<file path="src/rtl/ctrport_pkg.sv">
package ctrport_pkg;
    localparam int BYTE_W = 8;
    localparam int HALF_W = 16;
    localparam int PORT_W = 8;
    localparam int ADDR_W = 6;
    localparam int IDX_W  = ADDR_W - 1;

    typedef logic [IDX_W-1:0] idx_t;

    localparam idx_t IDX_MODE     = 5'd16;
    localparam idx_t IDX_PDATA    = 5'd19;
    localparam idx_t IDX_PSEL     = 5'd20;
    localparam idx_t IDX_PDIR     = 5'd21;
    localparam idx_t IDX_CCTL     = 5'd22;
    localparam idx_t IDX_START_LO = 5'd24;
    localparam idx_t IDX_START_HI = 5'd26;
    localparam idx_t IDX_LIVE_LO  = 5'd28;
    localparam idx_t IDX_LIVE_HI  = 5'd30;

    typedef struct packed {
        logic sqw_en;
        logic bus16;
    } mode_t;

    typedef struct packed {
        logic chain;
        logic run_hi;
        logic run_lo;
    } cctl_t;

    function automatic logic same_pair(input idx_t a, input idx_t b);
        return a[IDX_W-1:1] == b[IDX_W-1:1];
    endfunction

    function automatic logic [HALF_W-1:0] merge_byte(
        input logic [HALF_W-1:0] cur, input logic [BYTE_W-1:0] b, input logic upper);
        logic [HALF_W-1:0] r;
        r = cur;
        if (upper) r[HALF_W-1:BYTE_W] = b;
        else       r[BYTE_W-1:0]      = b;
        return r;
    endfunction

    function automatic logic [HALF_W-1:0] write_half(
        input logic [HALF_W-1:0] cur, input logic [HALF_W-1:0] wd,
        input logic bus16, input logic upper);
        if (bus16) return upper ? cur : wd;
        return merge_byte(cur, wd[BYTE_W-1:0], upper);
    endfunction

    function automatic logic [HALF_W-1:0] view_half(
        input logic [HALF_W-1:0] val, input logic bus16, input logic upper);
        logic [HALF_W-1:0] r;
        r = '0;
        if (bus16) begin
            if (!upper) r = val;
        end else if (upper) begin
            r[BYTE_W-1:0] = val[HALF_W-1:BYTE_W];
        end else begin
            r[BYTE_W-1:0] = val[BYTE_W-1:0];
        end
        return r;
    endfunction
endpackage

</file>
<file path="src/rtl/ctrport_regs.sv">
module ctrport_regs
    import ctrport_pkg::*;
(
    input  logic              clk,
    input  logic              rst,
    input  logic              wr_en,
    input  logic [ADDR_W-1:0] addr,
    input  logic [HALF_W-1:0] wdata,
    input  logic [HALF_W-1:0] live_lo,
    input  logic [HALF_W-1:0] live_hi,
    input  logic [PORT_W-1:0] port_rd,
    output logic [HALF_W-1:0] rdata,
    output mode_t             mode,
    output cctl_t             cctl,
    output logic              load_lo,
    output logic              load_hi,
    output logic [PORT_W-1:0] pdata,
    output logic [PORT_W-1:0] psel,
    output logic [PORT_W-1:0] pdir,
    output logic [HALF_W-1:0] start_lo,
    output logic [HALF_W-1:0] start_hi
);
    idx_t  idx;
    logic  even_ok;
    logic  wr_ok;
    logic  upper;
    cctl_t cnew;
    logic  rise_lo;
    logic  rise_hi;

    assign idx     = addr[ADDR_W-1:1];
    assign even_ok = ~addr[0];
    assign wr_ok   = wr_en & even_ok;
    assign upper   = idx[0];
    assign cnew    = cctl_t'(wdata[$bits(cctl_t)-1:0]);

    // a run bit going from 0 to 1 loads the counter at the write edge
    assign rise_lo = wr_ok && (idx == IDX_CCTL) && cnew.run_lo && !cctl.run_lo;
    assign rise_hi = wr_ok && (idx == IDX_CCTL) && cnew.run_hi && !cctl.run_hi;
    assign load_lo = rise_lo;
    assign load_hi = cnew.chain ? rise_lo : rise_hi;

    always_ff @(posedge clk) begin
        if (rst) begin
            mode     <= '0;
            cctl     <= '0;
            pdata    <= '0;
            psel     <= '1;
            pdir     <= '1;
            start_lo <= '0;
            start_hi <= '0;
        end else if (wr_ok) begin
            if (idx == IDX_MODE)  mode  <= mode_t'(wdata[$bits(mode_t)-1:0]);
            if (idx == IDX_PDATA) pdata <= wdata[PORT_W-1:0];
            if (idx == IDX_PSEL)  psel  <= wdata[PORT_W-1:0];
            if (idx == IDX_PDIR)  pdir  <= wdata[PORT_W-1:0];
            if (idx == IDX_CCTL)  cctl  <= cnew;
            if (same_pair(idx, IDX_START_LO))
                start_lo <= write_half(start_lo, wdata, mode.bus16, upper);
            if (same_pair(idx, IDX_START_HI))
                start_hi <= write_half(start_hi, wdata, mode.bus16, upper);
        end
    end

    always_comb begin
        rdata = '0;
        if (even_ok) begin
            if (idx == IDX_MODE)  rdata[$bits(mode_t)-1:0] = mode;
            if (idx == IDX_PDATA) rdata[PORT_W-1:0] = port_rd;
            if (idx == IDX_PSEL)  rdata[PORT_W-1:0] = psel;
            if (idx == IDX_PDIR)  rdata[PORT_W-1:0] = pdir;
            if (idx == IDX_CCTL)  rdata[$bits(cctl_t)-1:0] = cctl;
            if (same_pair(idx, IDX_START_LO)) rdata = view_half(start_lo, mode.bus16, upper);
            if (same_pair(idx, IDX_START_HI)) rdata = view_half(start_hi, mode.bus16, upper);
            if (same_pair(idx, IDX_LIVE_LO))  rdata = view_half(live_lo, mode.bus16, upper);
            if (same_pair(idx, IDX_LIVE_HI))  rdata = view_half(live_hi, mode.bus16, upper);
        end
    end
endmodule

</file>
<file path="src/rtl/ctrport_port.sv">
module ctrport_port
    import ctrport_pkg::*;
(
    input  logic [PORT_W-1:0] pdata,
    input  logic [PORT_W-1:0] psel,
    input  logic [PORT_W-1:0] pdir,
    input  logic [PORT_W-1:0] pin_in,
    output logic [PORT_W-1:0] pin_out,
    output logic [PORT_W-1:0] pin_oe,
    output logic [PORT_W-1:0] pin_rd
);
    assign pin_out = pdata;

    for (genvar i = 0; i < PORT_W; i++) begin : g_pin
        assign pin_oe[i] = ~psel[i] & ~pdir[i];
        assign pin_rd[i] = pdir[i] ? pin_in[i] : pdata[i];
    end
endmodule

</file>
<file path="src/rtl/ctrport_counter.sv">
module ctrport_counter
    import ctrport_pkg::*;
(
    input  logic              clk,
    input  logic              rst,
    input  logic [HALF_W-1:0] start_lo,
    input  logic [HALF_W-1:0] start_hi,
    input  cctl_t             cctl,
    input  logic              load_lo,
    input  logic              load_hi,
    input  logic              sqw_en,
    output logic [HALF_W-1:0] live_lo,
    output logic [HALF_W-1:0] live_hi,
    output logic              tog,
    output logic              cnt_out
);
    localparam int FULL_W = 2 * HALF_W;

    logic [HALF_W-1:0] lo_q, hi_q, lo_d, hi_d;
    logic [FULL_W-1:0] full_q;
    logic              tog_q;
    logic              wrap;

    assign full_q = {hi_q, lo_q};

    always_comb begin
        lo_d = lo_q;
        hi_d = hi_q;
        wrap = 1'b0;
        if (cctl.chain) begin
            if (cctl.run_lo) begin
                if (full_q == '0) begin
                    {hi_d, lo_d} = {start_hi, start_lo};
                    wrap = 1'b1;
                end else begin
                    {hi_d, lo_d} = full_q - FULL_W'(1);
                end
            end
        end else begin
            if (cctl.run_lo) begin
                if (lo_q == '0) begin
                    lo_d = start_lo;
                    wrap = 1'b1;
                end else begin
                    lo_d = lo_q - HALF_W'(1);
                end
            end
            if (cctl.run_hi) begin
                hi_d = (hi_q == '0) ? start_hi : hi_q - HALF_W'(1);
            end
        end
        if (load_lo) lo_d = start_lo;
        if (load_hi) hi_d = start_hi;
    end

    always_ff @(posedge clk) begin
        if (rst) begin
            lo_q  <= '0;
            hi_q  <= '0;
            tog_q <= 1'b0;
        end else begin
            lo_q <= lo_d;
            hi_q <= hi_d;
            if (wrap) tog_q <= ~tog_q;
        end
    end

    assign live_lo = lo_q;
    assign live_hi = hi_q;
    assign tog     = tog_q;
    assign cnt_out = sqw_en & tog_q;
endmodule

</file>
<file path="src/rtl/ctrport_periph.sv">
module ctrport_periph
    import ctrport_pkg::*;
(
    input  logic              clk,
    input  logic              rst,
    input  logic [ADDR_W-1:0] bus_addr,
    input  logic              bus_wr,
    input  logic [HALF_W-1:0] bus_wdata,
    output logic [HALF_W-1:0] bus_rdata,
    input  logic [PORT_W-1:0] gpio_in,
    output logic [PORT_W-1:0] gpio_out,
    output logic [PORT_W-1:0] gpio_oe,
    output logic              tmr_out
);
    mode_t             mode_q;
    cctl_t             cctl_q;
    logic              load_lo, load_hi;
    logic [PORT_W-1:0] pdata, psel, pdir, port_rd;
    logic [HALF_W-1:0] start_lo, start_hi, live_lo, live_hi;
    logic              tog;

    ctrport_regs u_regs (
        .clk      (clk),
        .rst      (rst),
        .wr_en    (bus_wr),
        .addr     (bus_addr),
        .wdata    (bus_wdata),
        .live_lo  (live_lo),
        .live_hi  (live_hi),
        .port_rd  (port_rd),
        .rdata    (bus_rdata),
        .mode     (mode_q),
        .cctl     (cctl_q),
        .load_lo  (load_lo),
        .load_hi  (load_hi),
        .pdata    (pdata),
        .psel     (psel),
        .pdir     (pdir),
        .start_lo (start_lo),
        .start_hi (start_hi)
    );

    ctrport_port u_port (
        .pdata   (pdata),
        .psel    (psel),
        .pdir    (pdir),
        .pin_in  (gpio_in),
        .pin_out (gpio_out),
        .pin_oe  (gpio_oe),
        .pin_rd  (port_rd)
    );

    ctrport_counter u_cnt (
        .clk      (clk),
        .rst      (rst),
        .start_lo (start_lo),
        .start_hi (start_hi),
        .cctl     (cctl_q),
        .load_lo  (load_lo),
        .load_hi  (load_hi),
        .sqw_en   (mode_q.sqw_en),
        .live_lo  (live_lo),
        .live_hi  (live_hi),
        .tog      (tog),
        .cnt_out  (tmr_out)
    );
endmodule

</file>
<file path="config.mk">
export PLATFORM = sky130hd
export DESIGN_NAME = ctrport_periph
export DESIGN_NICKNAME = d
export VERILOG_FILES = /design/src/rtl/ctrport_pkg.sv /design/src/rtl/ctrport_regs.sv /design/src/rtl/ctrport_port.sv /design/src/rtl/ctrport_counter.sv /design/src/rtl/ctrport_periph.sv
export SDC_FILE = /design/constraint.sdc
export NUM_CORES = 1
export LEC_CHECK = 0
export ABC_CLOCK_PERIOD_IN_PS = 3200
export CAP_MARGIN = 10
export CORE_AREA = 2 2 121 123
export CTS_BUF_LIST = sky130_fd_sc_hd__clkbuf_2
export CTS_CLUSTER_DIAMETER = 200
export DETAILED_ROUTE_END_ITERATION = 12
export DIE_AREA = 0 0 123 125
export GPL_TIMING_DRIVEN = 0
export PLACE_DENSITY_LB_ADDON = 0.1
export SLEW_MARGIN = 20
export SYNTH_ARGS = -nofsm -noshare
export SYNTH_HDL_FRONTEND = slang
export SYNTH_SLANG_ARGS = --single-unit
</file>
<file path="constraint.sdc">
create_clock -name clk -period 3.2 [get_ports clk]
set_input_delay 0.64 -clock clk [delete_from_list [all_inputs] [get_ports clk]]
set_output_delay 0.64 -clock clk [all_outputs]
set_load 0.01 [all_outputs]
</file>
; After elaboration in Yosys (flattened, before gate mapping)
; Index checks and enable logic that the tools add are counted.
[word_totals]
elab_cells = 150
ff_bits = 94
[op_classes]
reduce_logical = 24
bitwise_logic = 28
eq_ne = 15
mux = 65
add_sub_neg = 3
[op_table]
columns = cell, n
row1 = $mux 16, 25
row2 = $mux 8, 17
row3 = $logic_not 16->1, 2
row4 = $logic_not 32->1, 1
row5 = $sub 16x1->16 const B, 2
row6 = $sub 32x1->32 const B, 1
row7 = $eq 5x5->1 const B, 5
row8 = $mux 1, 21
row9 = $not 1->1, 18
row10 = $eq 4x4->1 const B, 4
row11 = $reduce_and 4->1, 4
row12 = $reduce_and 2->1, 6
row13 = $and 1x1->1, 10
row14 = $ne 3x3->1 const B, 3
row15 = $reduce_bool 2->1, 3
row16 = $logic_and 1x1->1, 5
row17 = $ne 2x1->1 const B, 2
row18 = $mux 3, 1
row19 = $reduce_bool 3->1, 1
row20 = $logic_not 1->1, 2
row21 = $mux 2, 1
row22 = $ne 2x2->1 const B, 1

; Logic depth before layout (Yosys ltp)
[logic_depth]
depth_word = 11
ltp_mapped = 9
ltp_nobuf = 8

; By module
; Synthesis repeated with hierarchy kept, for this count alone.
[unflattened]
cells_unflattened = 897
hier_area_um2 = 6941.7
[modules_own_cells]
columns = module, area_each_um2, cells_per_inst, instances
row1 = ctrport_regs, 3769.9, 460, 1
row2 = ctrport_counter, 2961.6, 413, 1
row3 = ctrport_port, 210.2, 24, 1

; Least setup slack after synthesis
; No wires, ideal clock.
[synth_path]
path_kind = input to output
start = input bus_addr[2]
end = output bus_rdata[6]
cell_stages = 6
slack_ps = 485
arrival_time_ps = 2075
cell_sequence = buf_1 -> nor3_1 -> a22oi_1 -> o211ai_1 -> a21oi_1 -> a221oi_1
[synth_via]
elab_chain_len = 9
word_cells_on_any_way = 15
cone_classes = eq/ne: 7 / mux: 8
[synth_lines]
columns = item, line
row1 = start: declaration, ctrport_periph.sv:6  ; input logic [ADDR_W-1:0] bus_addr,
row2 = $eq 5x5->1, ctrport_regs.sv:69  ; if (idx == IDX_PDATA) rdata[PORT_W-1:0] = port_rd;
row3 = $mux 8, ctrport_regs.sv:69
row4 = $mux 8, ctrport_regs.sv:70  ; if (idx == IDX_PSEL) rdata[PORT_W-1:0] = psel;
row5 = $mux 8, ctrport_regs.sv:71  ; if (idx == IDX_PDIR) rdata[PORT_W-1:0] = pdir;
row6 = $mux 16, ctrport_regs.sv:73  ; if (same_pair(idx, IDX_START_LO)) rdata = view_half(start_lo, mode.bus16, upper);
row7 = $mux 16, ctrport_regs.sv:74  ; if (same_pair(idx, IDX_START_HI)) rdata = view_half(start_hi, mode.bus16, upper);
row8 = $mux 16, ctrport_regs.sv:75  ; if (same_pair(idx, IDX_LIVE_LO)) rdata = view_half(live_lo, mode.bus16, upper);
row9 = $mux 16 (*), ctrport_regs.sv:76  ; if (same_pair(idx, IDX_LIVE_HI)) rdata = view_half(live_hi, mode.bus16, upper);
row10 = $mux 16 (*), ctrport_regs.sv:67  ; if (even_ok) begin
row11 = end: declaration, ctrport_periph.sv:9  ; output logic [HALF_W-1:0] bus_rdata,
; Every way passes the cells marked *; elsewhere a longest branch is shown, timed or not.

; Worst setup path after layout
[layout_path]
start = input bus_addr[3]
end = output bus_rdata[1]
[layout_via]
elab_chain_len = 11
word_cells_on_any_way = 19
cone_classes = eq/ne: 9 / mux: 10
[layout_lines]
columns = item, line
row1 = $eq 5x5->1, ctrport_regs.sv:68  ; if (idx == IDX_MODE) rdata[$bits(mode_t)-1:0] = mode;
row2 = $mux 2, ctrport_regs.sv:68
row3 = $mux 8, ctrport_regs.sv:69
row4 = $mux 8, ctrport_regs.sv:70
row5 = $mux 8, ctrport_regs.sv:71
row6 = $mux 3, ctrport_regs.sv:72  ; if (idx == IDX_CCTL) rdata[$bits(cctl_t)-1:0] = cctl;
row7 = $mux 16, ctrport_regs.sv:73
row8 = $mux 16, ctrport_regs.sv:74
row9 = $mux 16, ctrport_regs.sv:75
row10 = $mux 16 (*), ctrport_regs.sv:76
row11 = $mux 16 (*), ctrport_regs.sv:67
; Marks and branches as above.

==> impl_metrics.ini <==
[drt]
routed_wirelength_um = 27200
first_pass_iters = 6
post-route-drc-count = 0
drt_iter0_markers = 909
viasPerCell = 6.60
wire_per_inst_um = 25.0
vias = 7190
ant_nets = 0

[cells_and_area]
drive_gt1_share_pct = 15.2
finalNonFillerCells = 1089
nets = 939
syn2layout_area_growth_pct = 19.9
antennaDiodeCount = 0
final_area_um2 = 7650

[clock_tree]
clockBufferDepth = 2
h-tree-depth = 3
clock_latency_ps = 700
cts.sinks = 94
cts_root_buf = clkbuf_2
cts.clk_slew.worst_paths_ps = 300
cts_buffers = 9
cts_tree = done
hold_buffers = 0

[timing]
max_slew_margin_pct = 39.8
clock_skew_ps = 39.3
hold_viol = 0
rsz0062_at_grt = yes
tightest_slew_ps = 904
hold_ws_ps = 489
finalSetupViolCount = 2
slew_violations = 0
period_share_pct = 100
layout_min_cycle_time_ps = 3220
max_freq_ghz = 0.311
setup_slack_ps = -15.5

[setup_path]
worstPathArrival_ps = 2580
crit_slowest_cell = a211oi_2
r2r_cells = 9
path_cells = clkdlybuf4s18_2, nor2b_2, and4b_2, o21ai_0, a21oi_1, o221ai_1, a211oi_2, clkdlybuf4s15_2
crit_start = bus_addr[3]
critPathRequiredTime_ps = 2560
worst_path_largest_cell_delay_ps = 390
cp-end-kind = primary output
cp_max_fo = 6
crit_type = in2out
r2r-start = u_cnt.live_lo[0]$_SDFFE_PP0P_
start_kind = input port

[floorplan]
io_pins = 66
core_um2 = 14200
die-area_um2 = 15400
die_h_um = 125
start_util_pct = 44.9
die_w_um = 123
std_cell_rows = 44

[synthesis]
syn_nets = 865
synth_common_cells = 113 x nor2_1, 94 x dfxtp_1, 77 x nand2_1
ys_seq_area_share_pct = 29.5
netlist.area_leader.share_pct = 29.5
ys_warn_count = 0
ys_types = 75
syn_inst = 826
async_flop_share_pct = 0
synth.most_common_cell = nor2_1
synth.area.top_cells = dfxtp_1 29%, mux2i_1 6.7%, nor2_1 6.6%, nand2_1 4.5%, a21oi_1 3.8%
synth_largest_area_cell = dfxtp_1
synth_edf_count = 0
syn_avg_cell_area_um2 = 7.72
ys.flop_type = dfxtp_1
ys_ff_latch = 94
syn_area_um2 = 6380

[min_path]
hold_class = in2reg
min_path_cells = 3
hp-start = bus_wdata[2]

[place]
dpl_cell_area_um2 = 7220
place_congestion = 1.06
dp_cells = 1071
dp_hpwl_um = 20500
portBuffers = 61

[power]
leakage_nw = 3.08
irDropWorstVdd_uv = 198
p_total_mw = 2.27
power_density_nw_per_um2 = 297

[global_routing]
grt_max_degree = 20
grt_pass1_vias = 6857
grt_overflow_total = 0
grt_usage_pct = 35.5
grt_antenna_before_repair = 0
grt_first_pass_wirelength_um = 41000

[run]
max_cap_violations = 0

[status]
violations = setup timing
status = finished, violations left
per-stage QoR:
| step | setup TNS (ps) | utilization (%) | setup slack [ps] |
|---|---|---|---|
| after floorplan | 0 | - | 485 |
| after global placement | -21340 | 50.8 | -1370 |
| after detailed placement | -22740 | 50.8 | -1420 |
| after CTS | -464 | 53.5 | -149 |
| after global routing | -30.0 | 53.9 | -21.3 |
| final | -19.1 | 53.9 | -15.5 |
critical path: cells and delay by family:
family	cells	cell delay [ps]
AND/OR/NAND/NOR	2	460
AO/OA/AOI/OAI	4	930
buffers and inverters	2	540
worst paths after layout:
path / slack (ps) / to
worst max-delay path: -20 / bus_rdata[1]
worst min-delay path: 490 / u_regs.psel[2]$_SDFFE_PP1P_
worst max register to register: 180 / u_cnt.live_hi[10]$_SDFFE_PP0P_
worst min register to register: 520 / u_regs.psel[5]$_SDFFE_PP1P_
routing by layer:
metal  wire [um]  up-vias  track usage, %
li1            -     3195               -
met1       11200     3437            48.4
met2       12000      465            53.4
met3        2560       93            6.80
met4        1500        0            17.4
met5           0        -               0
cell type report:
type / instances / area [um2]
clock buffer: 9 / 45.0
tap: 184 / 230
sequential: 94 / 1890
fill: 1392 / 6550
clock inverter: 7 / 103
inverter: 20 / 77.6
buffer: 56 / 307
timing repair buffer: 69 / 651
multi-input combinational: 650 / 4350
power breakdown:
| group | internal [mW] | switching (mW) | leakage (nW) |
|---|---|---|---|
| combinational | 0.128 | 0.219 | 2.23 |
| sequential | 1.18 | 0.00999 | 0.760 |
| clock | 0.212 | 0.523 | 0.0861 |
| total | 1.52 | 0.753 | 3.08 |
repair_timing:
item                                    CTS  global route
setup buffers                             7             1
resized for setup                       102            45
pin swaps                                 8             6
endpoints found under the setup margin   16            16
logic make-up (layout without fill, tap and decap cells):
logic type | after synthesis | in the layout | share of synthesized area [%]
AND/OR/NAND/NOR | 348 | 348 | 28.1
AO/OA/AOI/OAI | 233 | 233 | 25.4
flip-flops | 94 | 94 | 29.5
buffers and inverters | 82 | 161 | 5.06
multiplexers | 52 | 52 | 9.22
XOR/XNOR | 11 | 11 | 1.51
adder cells (fa/ha/maj) | 6 | 6 | 1.18
cell usage in the layout (no fill, tap or decap), types with 6 or more instances in the layout:
| cell | n |
|---|---|
| a31o_2 | 6 |
| o32ai_1 | 9 |
| nand3_1 | 25 |
| nand2b_1 | 10 |
| o21ai_0 | 33 |
| nor3_1 | 13 |
| clkbuf_2 | 16 |
| nor2b_1 | 25 |
| dfxtp_1 | 90 |
| or3_1 | 12 |
| dlymetal6s2s_1 | 7 |
| nor2_1 | 112 |
| nand2_1 | 75 |
| nand3b_1 | 18 |
| a211oi_1 | 24 |
| ha_1 | 6 |
| a21oi_1 | 44 |
| xor2_1 | 7 |
| clkdlybuf4s50_1 | 41 |
| o21ai_1 | 9 |
| clkbuf_1 | 30 |
| a211oi_2 | 10 |
| nor4_1 | 6 |
| a31oi_1 | 9 |
| inv_1 | 19 |
| o22ai_1 | 7 |
| mux2i_1 | 43 |
| a221oi_1 | 10 |
| a211o_1 | 12 |
| buf_4 | 12 |
| buf_2 | 11 |
sequential cells by signal, indices dropped and copies added, names as in the netlist:
signal           count
u_cnt.tog            1
u_cnt.live_hi       16
u_regs.start_hi     16
u_regs.mode          2
u_regs.pdata         8
u_cnt.live_lo       16
u_regs.start_lo     16
u_regs.cctl          3
u_regs.pdir          8
u_regs.psel          8
(Power assumes the default switching activity.)
